--- src/rtl/phy_acc_pkg.sv ---
// Shared types for the PHY register access master.
// Assumes a 4-bit strobe nibble sitting directly above the value field.
package phy_acc_pkg;

    typedef enum logic [1:0] {
        SRC_ZERO = 2'd0,
        SRC_ADDR = 2'd1,
        SRC_DATA = 2'd2
    } src_e;

    // strobe nibble positions (nibble bit 0 is control bit 16)
    localparam logic [3:0] STB_NONE = 4'b0000;
    localparam logic [3:0] STB_CAPA = 4'b0001;
    localparam logic [3:0] STB_CAPD = 4'b0010;
    localparam logic [3:0] STB_WR   = 4'b0100;
    localparam logic [3:0] STB_RD   = 4'b1000;

    localparam int STEP_W = 4;

    typedef struct packed {
        src_e       src;     // what fills the value field
        logic [3:0] strobe;  // strobe nibble
        logic       waits;   // step waits for an acknowledge level
        logic       want;    // acknowledge level waited for
        logic       last;    // final step of the access
        logic       grab;    // capture read data on success
    } step_t;

endpackage

--- src/rtl/phy_acc_steps.sv ---
// Step table: maps access kind and step index to the control word recipe.
// Assumes the caller never indexes past the step flagged as last.
module phy_acc_steps
    import phy_acc_pkg::*;
(
    input  logic              is_write,
    input  logic [STEP_W-1:0] idx,
    output step_t             desc
);

    // purpose: decode one step of the write or read recipe
    always_comb begin
        desc = '{src: SRC_ZERO, strobe: STB_NONE, waits: 1'b0,
                 want: 1'b0, last: 1'b0, grab: 1'b0};
        case ({is_write, idx})
            // address phase, shared by both access kinds
            5'h00, 5'h10: desc.src = SRC_ADDR;
            5'h01, 5'h11: begin desc.src = SRC_ADDR; desc.strobe = STB_CAPA;
                                desc.waits = 1'b1; desc.want = 1'b1; end
            5'h02, 5'h12: begin desc.src = SRC_ADDR; desc.waits = 1'b1; end
            // read tail
            5'h03: begin desc.strobe = STB_RD; desc.waits = 1'b1;
                         desc.want = 1'b1; desc.grab = 1'b1; end
            5'h04: begin desc.waits = 1'b1; desc.last = 1'b1; end
            // write tail
            5'h13: desc.src = SRC_DATA;
            5'h14: begin desc.src = SRC_DATA; desc.strobe = STB_CAPD;
                         desc.waits = 1'b1; desc.want = 1'b1; end
            5'h15: begin desc.src = SRC_DATA; desc.waits = 1'b1; end
            5'h16: begin desc.strobe = STB_WR; desc.waits = 1'b1;
                         desc.want = 1'b1; end
            5'h17: begin desc.src = SRC_DATA; desc.waits = 1'b1; end
            5'h18: desc.last = 1'b1;
            default: desc.last = 1'b1;
        endcase
    end

endmodule

--- src/rtl/phy_acc_poller.sv ---
// Acknowledge poller: samples the match input at a fixed spacing and gives
// up after a bounded number of misses. Assumes arm pulses on each step entry.
module phy_acc_poller #(
    parameter int GAP   = 250,
    parameter int LIMIT = 10
) (
    input  logic clk,
    input  logic rst_n,
    input  logic arm,
    input  logic en,
    input  logic ack_ok,
    output logic hit,
    output logic give_up
);

    localparam int GAP_W = (GAP > 1) ? $clog2(GAP + 1) : 1;
    localparam int CNT_W = (LIMIT > 1) ? $clog2(LIMIT + 1) : 1;

    logic [GAP_W-1:0] gap_cnt;
    logic [CNT_W-1:0] poll_cnt;
    logic             poll_now;
    logic             last_poll;

    assign poll_now  = en && (gap_cnt == '0);
    assign last_poll = (poll_cnt == CNT_W'(LIMIT - 1));
    assign hit       = poll_now && ack_ok;
    assign give_up   = poll_now && !ack_ok && last_poll;

    // purpose: count spacing between polls and the number of misses
    always_ff @(posedge clk) begin
        if (!rst_n || arm) begin
            gap_cnt  <= '0;
            poll_cnt <= '0;
        end else if (poll_now && !ack_ok && !last_poll) begin
            poll_cnt <= poll_cnt + 1'b1;
            gap_cnt  <= GAP_W'(GAP - 1);
        end else if (en && gap_cnt != '0) begin
            gap_cnt <= gap_cnt - 1'b1;
        end
    end

    assert_poll_bound_R7: assert property (@(posedge clk) disable iff (!rst_n)
        poll_cnt < CNT_W'(LIMIT));

endmodule

--- src/rtl/phy_reg_master.sv ---
// PHY register access master: runs the four-phase strobe/acknowledge
// recipe for one read or write per command. Assumes phy_stat is synchronous
// to clk. POLL_GAP defaults to 1 us at a 250 MHz clock.
module phy_reg_master
    import phy_acc_pkg::*;
#(
    parameter int FIELD_W    = 16,
    parameter int POLL_GAP   = 250,
    parameter int POLL_LIMIT = 10
) (
    input  logic               clk,
    input  logic               rst_n,
    input  logic               cmd_valid,
    input  logic               cmd_write,
    input  logic [FIELD_W-1:0] cmd_addr,
    input  logic [FIELD_W-1:0] cmd_wdata,
    output logic               busy,
    output logic [FIELD_W+3:0] phy_ctrl,
    input  logic [FIELD_W:0]   phy_stat,
    output logic [FIELD_W-1:0] rsp_rdata,
    output logic               rsp_done,
    output logic               rsp_timeout
);

    localparam int ACK_BIT = FIELD_W;

    logic               busy_q, is_wr_q, done_q, tout_q;
    logic [STEP_W-1:0]  step_q;
    logic [FIELD_W-1:0] addr_q, data_q, rdata_q;
    logic [FIELD_W-1:0] value;
    logic               accept, advance, hit, give_up;
    step_t              d;

    phy_acc_steps u_steps (
        .is_write (is_wr_q),
        .idx      (step_q),
        .desc     (d)
    );

    phy_acc_poller #(.GAP(POLL_GAP), .LIMIT(POLL_LIMIT)) u_poll (
        .clk     (clk),
        .rst_n   (rst_n),
        .arm     (advance || accept),
        .en      (busy_q && d.waits),
        .ack_ok  (phy_stat[ACK_BIT] == d.want),
        .hit     (hit),
        .give_up (give_up)
    );

    assign accept  = cmd_valid && !busy_q;
    assign advance = busy_q && (!d.waits || hit);

    // purpose: build the value field of the control word for this step
    always_comb begin
        case (d.src)
            SRC_ADDR: value = addr_q;
            SRC_DATA: value = data_q;
            default:  value = '0;
        endcase
    end

    assign phy_ctrl    = busy_q ? {d.strobe, value} : '0;
    assign busy        = busy_q;
    assign rsp_rdata   = rdata_q;
    assign rsp_done    = done_q;
    assign rsp_timeout = tout_q;

    // purpose: command intake, step progression and result flags
    always_ff @(posedge clk) begin
        if (!rst_n) begin
            busy_q  <= 1'b0;
            is_wr_q <= 1'b0;
            step_q  <= '0;
            addr_q  <= '0;
            data_q  <= '0;
            rdata_q <= '0;
            done_q  <= 1'b0;
            tout_q  <= 1'b0;
        end else begin
            done_q <= 1'b0;
            if (accept) begin
                busy_q  <= 1'b1;
                is_wr_q <= cmd_write;
                addr_q  <= cmd_addr;
                data_q  <= cmd_wdata;
                step_q  <= '0;
                tout_q  <= 1'b0;
            end else if (give_up) begin
                busy_q <= 1'b0;
                tout_q <= 1'b1;
            end else if (advance) begin
                if (d.grab) rdata_q <= phy_stat[FIELD_W-1:0];
                if (d.last) begin
                    busy_q <= 1'b0;
                    done_q <= 1'b1;
                end else begin
                    step_q <= step_q + 1'b1;
                end
            end
        end
    end

    assert_strobe_onehot_R3: assert property (@(posedge clk) disable iff (!rst_n)
        $onehot0(phy_ctrl[FIELD_W+3:FIELD_W]));

    assert_done_pulse_R9: assert property (@(posedge clk) disable iff (!rst_n)
        rsp_done |=> !rsp_done);

    assert_done_clean_R9: assert property (@(posedge clk) disable iff (!rst_n)
        rsp_done |-> !busy && !rsp_timeout);

    assert_timeout_quiet_R8: assert property (@(posedge clk) disable iff (!rst_n)
        $rose(rsp_timeout) |-> !busy && phy_ctrl == '0);

    assert_hold_cmd_R2: assert property (@(posedge clk) disable iff (!rst_n)
        busy_q |=> $stable(addr_q) && $stable(data_q) && $stable(is_wr_q));

endmodule

--- config.mk ---
export PLATFORM = sky130hd
export DESIGN_NAME = phy_reg_master
export DESIGN_NICKNAME = d
export VERILOG_FILES = /design/src/rtl/phy_acc_pkg.sv /design/src/rtl/phy_acc_steps.sv /design/src/rtl/phy_acc_poller.sv /design/src/rtl/phy_reg_master.sv
export SDC_FILE = /design/constraint.sdc
export NUM_CORES = 1
export LEC_CHECK = 0
export BUFFER_PORTS_ARGS = -buffer_cell sky130_fd_sc_hd__buf_2
export CORE_AREA = 2 2 127 116
export CTS_BUF_LIST = sky130_fd_sc_hd__clkbuf_4 sky130_fd_sc_hd__clkbuf_8
export DETAILED_ROUTE_END_ITERATION = 12
export DIE_AREA = 0 0 129 118
export GPL_TIMING_DRIVEN = 0
export PLACE_DENSITY = 0.51
export SLEW_MARGIN = 20
export SYNTH_ARGS = -nofsm -noshare
export SYNTH_HDL_FRONTEND = slang
export SYNTH_SLANG_ARGS = --single-unit
--- constraint.sdc ---
create_clock -name clk -period 3.2 [get_ports clk]
set_clock_uncertainty 0.2 [all_clocks]
set_input_delay 0.48 -clock clk [delete_from_list [all_inputs] [get_ports clk]]
set_output_delay 0.48 -clock clk [all_outputs]
set_load 0.05 [all_outputs]
Word level (Yosys, flattened, before mapping):

Index checks and enable logic that the tools add are counted.

* add/sub/neg operators: 3
* equality and inequality tests: 17
* muxes and demuxes: 14
* bitwise logic cells: 4
* reduce and logical (&&, ||, !) cells: 34

Operators by type and width (number)
* == test 5 bit (second input constant): 8
* one-hot mux 16 bit (2 select lines): 1
* two-way mux 20 bit: 1
* two-way mux 8 bit: 2
* one-hot mux 4 bit (4 select lines): 1
* OR reduction 12 bit: 1
* == test 5 x 2 -> 1 bit (second input constant): 2
* OR reduction 10 bit: 1
* logical AND 1 bit: 9
* adder 4 x 1 -> 4 bit (second input constant): 2
* zero test 8 bit: 1
* two-way mux 1 bit: 8
* nonzero test 8 bit: 1
* OR reduction 4 bit: 2
* subtractor 8 x 1 -> 8 bit (second input constant): 1
* OR reduction 2 bit: 3
* OR reduction 6 bit: 1
* == test 5 x 1 -> 1 bit (second input constant): 1
* == test 5 x 3 -> 1 bit (second input constant): 1
* zero test 1 bit: 5
* zero test 5 bit: 1
* OR reduction 5 bit: 1
* == test 4 bit (second input constant): 1
* inverter 1 bit: 4
* other kinds (11): 13

* flip-flop bits (word level): 68
* output and inout bits: 39

Longest topological paths before layout:

* word-level depth: 11
* mapped depth: 10

Cells and area by module:

Synthesis repeated with hierarchy kept, for this count alone.

* cells, all modules: 405
* area total of the unflattened synthesis: 3395.8 µm²

Modules (own cells, without submodules)
* phy_reg_master: times used 1, cells each 301, area an instance 2504.9 µm², seq. area each 1121.1 µm²
* phy_acc_poller: times used 1, cells each 78, area an instance 685.7 µm², seq. area each 240.2 µm²
* phy_acc_steps: times used 1, cells each 26, area an instance 205.2 µm², seq. area each 0.0 µm²

Least setup slack after synthesis:

Ideal clock, no wire load.

* path type: register to output
* start: register step_q[0]
* end: output port phy_ctrl[10]
* arrival: 2.538 ns
* setup slack: -0.018 ns
* stages on the path, launching flop included: 10
* cell sequence: dfxtp_1 > inv_1 > ha_1 > or3_1 > nand2_1 > ha_1 > buf_1 > clkbuf_1 > a22oi_1 > nor2_1

* cells in the longest elaborated chain, start to end: 6

RTL lines
* from (decl): RTL line phy_reg_master.sv:28 `logic [STEP_W-1:0] step_q;`
* from (signal assigned): RTL line phy_reg_master.sv:97 `step_q <= step_q + 1'b1;`
* == test 5 bit (tied with other cells): RTL line phy_acc_steps.sv:15 `case ({is_write, idx})`
* OR reduction 6 bit (no line) or OR reduction 4 bit (tied branches)
* one-hot mux 2 bit (2 select lines) *: RTL line phy_acc_steps.sv:15
* == test 2 bit or == test 2 x 1 -> 1 bit (tied branches): RTL line phy_reg_master.sv:55 `case (d.src)`
* one-hot mux 16 bit (2 select lines) *: RTL line phy_reg_master.sv:55
* two-way mux 20 bit *: RTL line phy_reg_master.sv:62 `assign phy_ctrl = busy_q ? {d.strobe, value} : '0;`
* to (decl): RTL line phy_reg_master.sv:18 `output logic [FIELD_W+3:0] phy_ctrl,`

Every way passes the cells marked *; elsewhere a longest branch is shown, timed or not.

Worst setup path after layout:

Same ends and word-level chain as after synthesis.

==> results.ini <==
[critical_path]
r2r_cells=7
required_ns=2.52
arrival_ns=2.40
worst-path-max-fanout=10
crit_path_start_kind=flip-flop
worstSetupPathType=flip-flop to output port
crit_path_end_kind=output port

[clocking]
numCtsBuffers=9
htree_levels=3
cts_root_buf=clkbuf_8
cts_tree=yes
cts_hold_buffers=0
clkTransAtPathRegs_ns=0.07
cts_buffer_depth=2
clk_latency_ns=0.35
cts_sinks=68

[layout]
final_nets=560
multi_input_area_mm2=0.00182
area_delta_synth_final_pct=32.9
post-route-util_pct=31.4
seq_area_mm2=0.00137
diodes=0
nFillCells=1496
drive_gt1_share_pct=29.0

[logic_synthesis]
synth_edf_count=0
ys_warn_count=0
yosys_most_used_dff=dfxtp_1
synth_cells=399
async_flop_share_pct=0
synth_area_per_cell_um2=8.23
synth_nets=461
ys_ff_latch=68
syn_area_mm2=0.00328
synth_cell_types=50
yosysSeqAreaShare_pct=41.4

[floorplan]
die_w_um=129
die_area_mm2=0.0152
start_util_pct=23.6
placementRows=41
die_h_um=118
ioPinCount=92
core-area_mm2=0.0139

[power]
p_seq_share_pct=42.8
combPwrFrac_pct=21.7
p_int_uw=1480
vdd_ir_drop_max_mv=0.178
clockPowerShare_pct=35.6
p_leak_uw=0.00173
p_sw_uw=649
p_per_area_mw_per_mm2=489
switching_share_pct=30.4

[sta]
max_freq_mhz=324
worstMarginPinSlew_ns=0.607
rsz0062_at_grt=yes
setup_violations=0
period_minus_slack_ns=3.08
min_period_over_period_pct=96.4
hold_viol=0
setup_tns_ns=0
slew_headroom_pct=59.3
timing.hold.ws_ns=0.165
drv_slew=0

[routing]
vias=3058
wire_per_inst_um=13.3
first_pass_iters=4
vias_per_cell=4.39
wirelength_um=9250
drc=0
drt_iter0_drc=92
detail-route-antenna-nets=0

[grt]
antenna_found_initial=1
grt_overflow=0
gr-usage-all-layers_pct=12.3
grt_pass1_wl_um=14600
grt_start_max_net_pins=12
grt_pass1_vias=3013

[hold_path]
hold_class=input port to flip-flop
whs_path_depth=3

[run_status]
status=finished clean

[place]
hpwl_um=6800
io_buffer_count=90
gp_congestion=0.820

[flow_run]
drv_cap=0

[metal layers]
layer / GRT usage [%] / routed length, um / up-vias
li1: - / - / 1554
met1: 15.3 / 4300 / 1422
met2: 19.8 / 4270 / 67
met3: 4.09 / 510 / 15
met4: 4.48 / 166 / 0
met5: 0 / 0 / -
[final timing paths]
check	from	end	slack, ns
setup / recovery	step_q[0]	phy_ctrl[10]	0.12
hold / removal	phy_stat[2]	rsp_rdata[2]	0.17
setup reg to reg	u_poll.gap_cnt[3]	step_q[2]	0.22
hold reg to reg	rsp_rdata[14]	rsp_rdata[14]	0.26
[kinds of logic (layout without fill, tap and decap cells)]
family / after synthesis / after routing / share of synthesized area [%]
adders and majority gates: 9 / 9 / 3.43
xor gates and xnor gates: 8 / 8 / 2.13
and+or+nand+nor: 179 / 179 / 24.2
muxes: 17 / 17 / 5.18
DFF: 68 / 68 / 41.4
AOI/OAI and AO/OA: 83 / 83 / 18.1
buffers and inverters: 35 / 139 / 5.52
[cell usage in the layout (no fill, tap or decap), types with 3 or more instances in the layout]
master and instances:
xnor2_1 3, a21boi_0 34, nor2_1 23, nor3_1 5
buf_2 79, ha_1 5, buf_6 12, clkbuf_8 12
xor2_1 5, nand4_1 3, clkbuf_1 12, and3_1 4
a22oi_2 3, inv_1 10, nand3_1 8, nand2_1 104
or3_1 3, clkbuf_4 3, a211oi_1 3, mux2i_1 17
a31oi_1 3, o21ai_0 5, nor2_2 9, o21a_1 4
ha_2 4, dfxtp_1 66, a21oi_1 8, a22oi_1 13
[registers in the layout, summed over array words and instances, names as in the netlist]
signal           flops
rsp_timeout          1
busy                 1
u_poll.poll_cnt      4
u_poll.gap_cnt       8
rsp_rdata           16
rsp_done             1
addr_q              16
is_wr_q              1
step_q               4
data_q              16
[Yosys cell counts (3+ instances only)]
cell type | count | share of area (%)
a21boi_0 | 34 | 7.8
clkbuf_1 | 17 | 1.9
nor3_1 | 5 | 0.76
nand3_1 | 8 | 1.2
mux2i_1 | 17 | 5.2
xor2_1 | 5 | 1.3
nand2_1 | 105 | 12
nand4_1 | 3 | 0.57
or3_1 | 4 | 0.76
o21a_1 | 4 | 0.91
nor2_1 | 33 | 3.8
a21oi_1 | 8 | 1.2
and3_1 | 4 | 0.76
xnor2_1 | 3 | 0.80
a211oi_1 | 3 | 0.69
a31oi_1 | 3 | 0.57
o21ai_0 | 5 | 0.76
a22oi_1 | 16 | 3.7
dfxtp_1 | 68 | 41
inv_1 | 10 | 1.1
ha_1 | 9 | 3.4
[power groups by stage]
| stage | Combinational [uW] | Sequential [uW] | Clock (uW) |
|---|---|---|---|
| finish | 463 | 912 | 758 |
| global route | 513 | 917 | 832 |
| CTS | 447 | 911 | 791 |
| detailed placement | 414 | 929 | 0 |
| global placement | 407 | 928 | 0 |
| floorplan | 280 | 932 | 0 |
[repair_timing]
item                                   CTS  global route
pin swaps                                0             1
endpoints found under the hold margin    0             0
setup buffers                            0             1
gates resized for setup                 37            22
setup endpoints to repair               16            26
[stage by stage]
step,cell area [um2],std cells,total power [uW],setup WS [ns]
5_1_grt,4360,696,2260,-0.00338
2_1_floorplan,3280,399,1210,-0.0184
3_5_place_dp,3980,682,1340,-0.198
3_3_place_gp,3980,682,1340,-0.183
4_1_cts,4280,695,2150,0.0116
6_report,4360,696,2130,0.116
[layout make-up]
cell class	count	area share, %
buffer	22	3.73
multi-input combinational	296	41.7
clock buffer	13	3.81
tap	193	5.53
clock inverter	3	1.03
timing repair buffer	91	12.0
sequential	68	31.3
inverter	10	0.860
[worst max-delay path, stage by stage (launching register included)]
cell and delay (ns):
dfxtp_4 0.37, inv_1 0.06, ha_2 0.21, or3_4 0.41, nand2_2 0.08, inv_1 0.05, ha_2 0.24, clkbuf_8 0.19
a22oi_1 0.23, nor2_2 0.06, buf_6 0.15
Power figures use the tool's default switching activity.
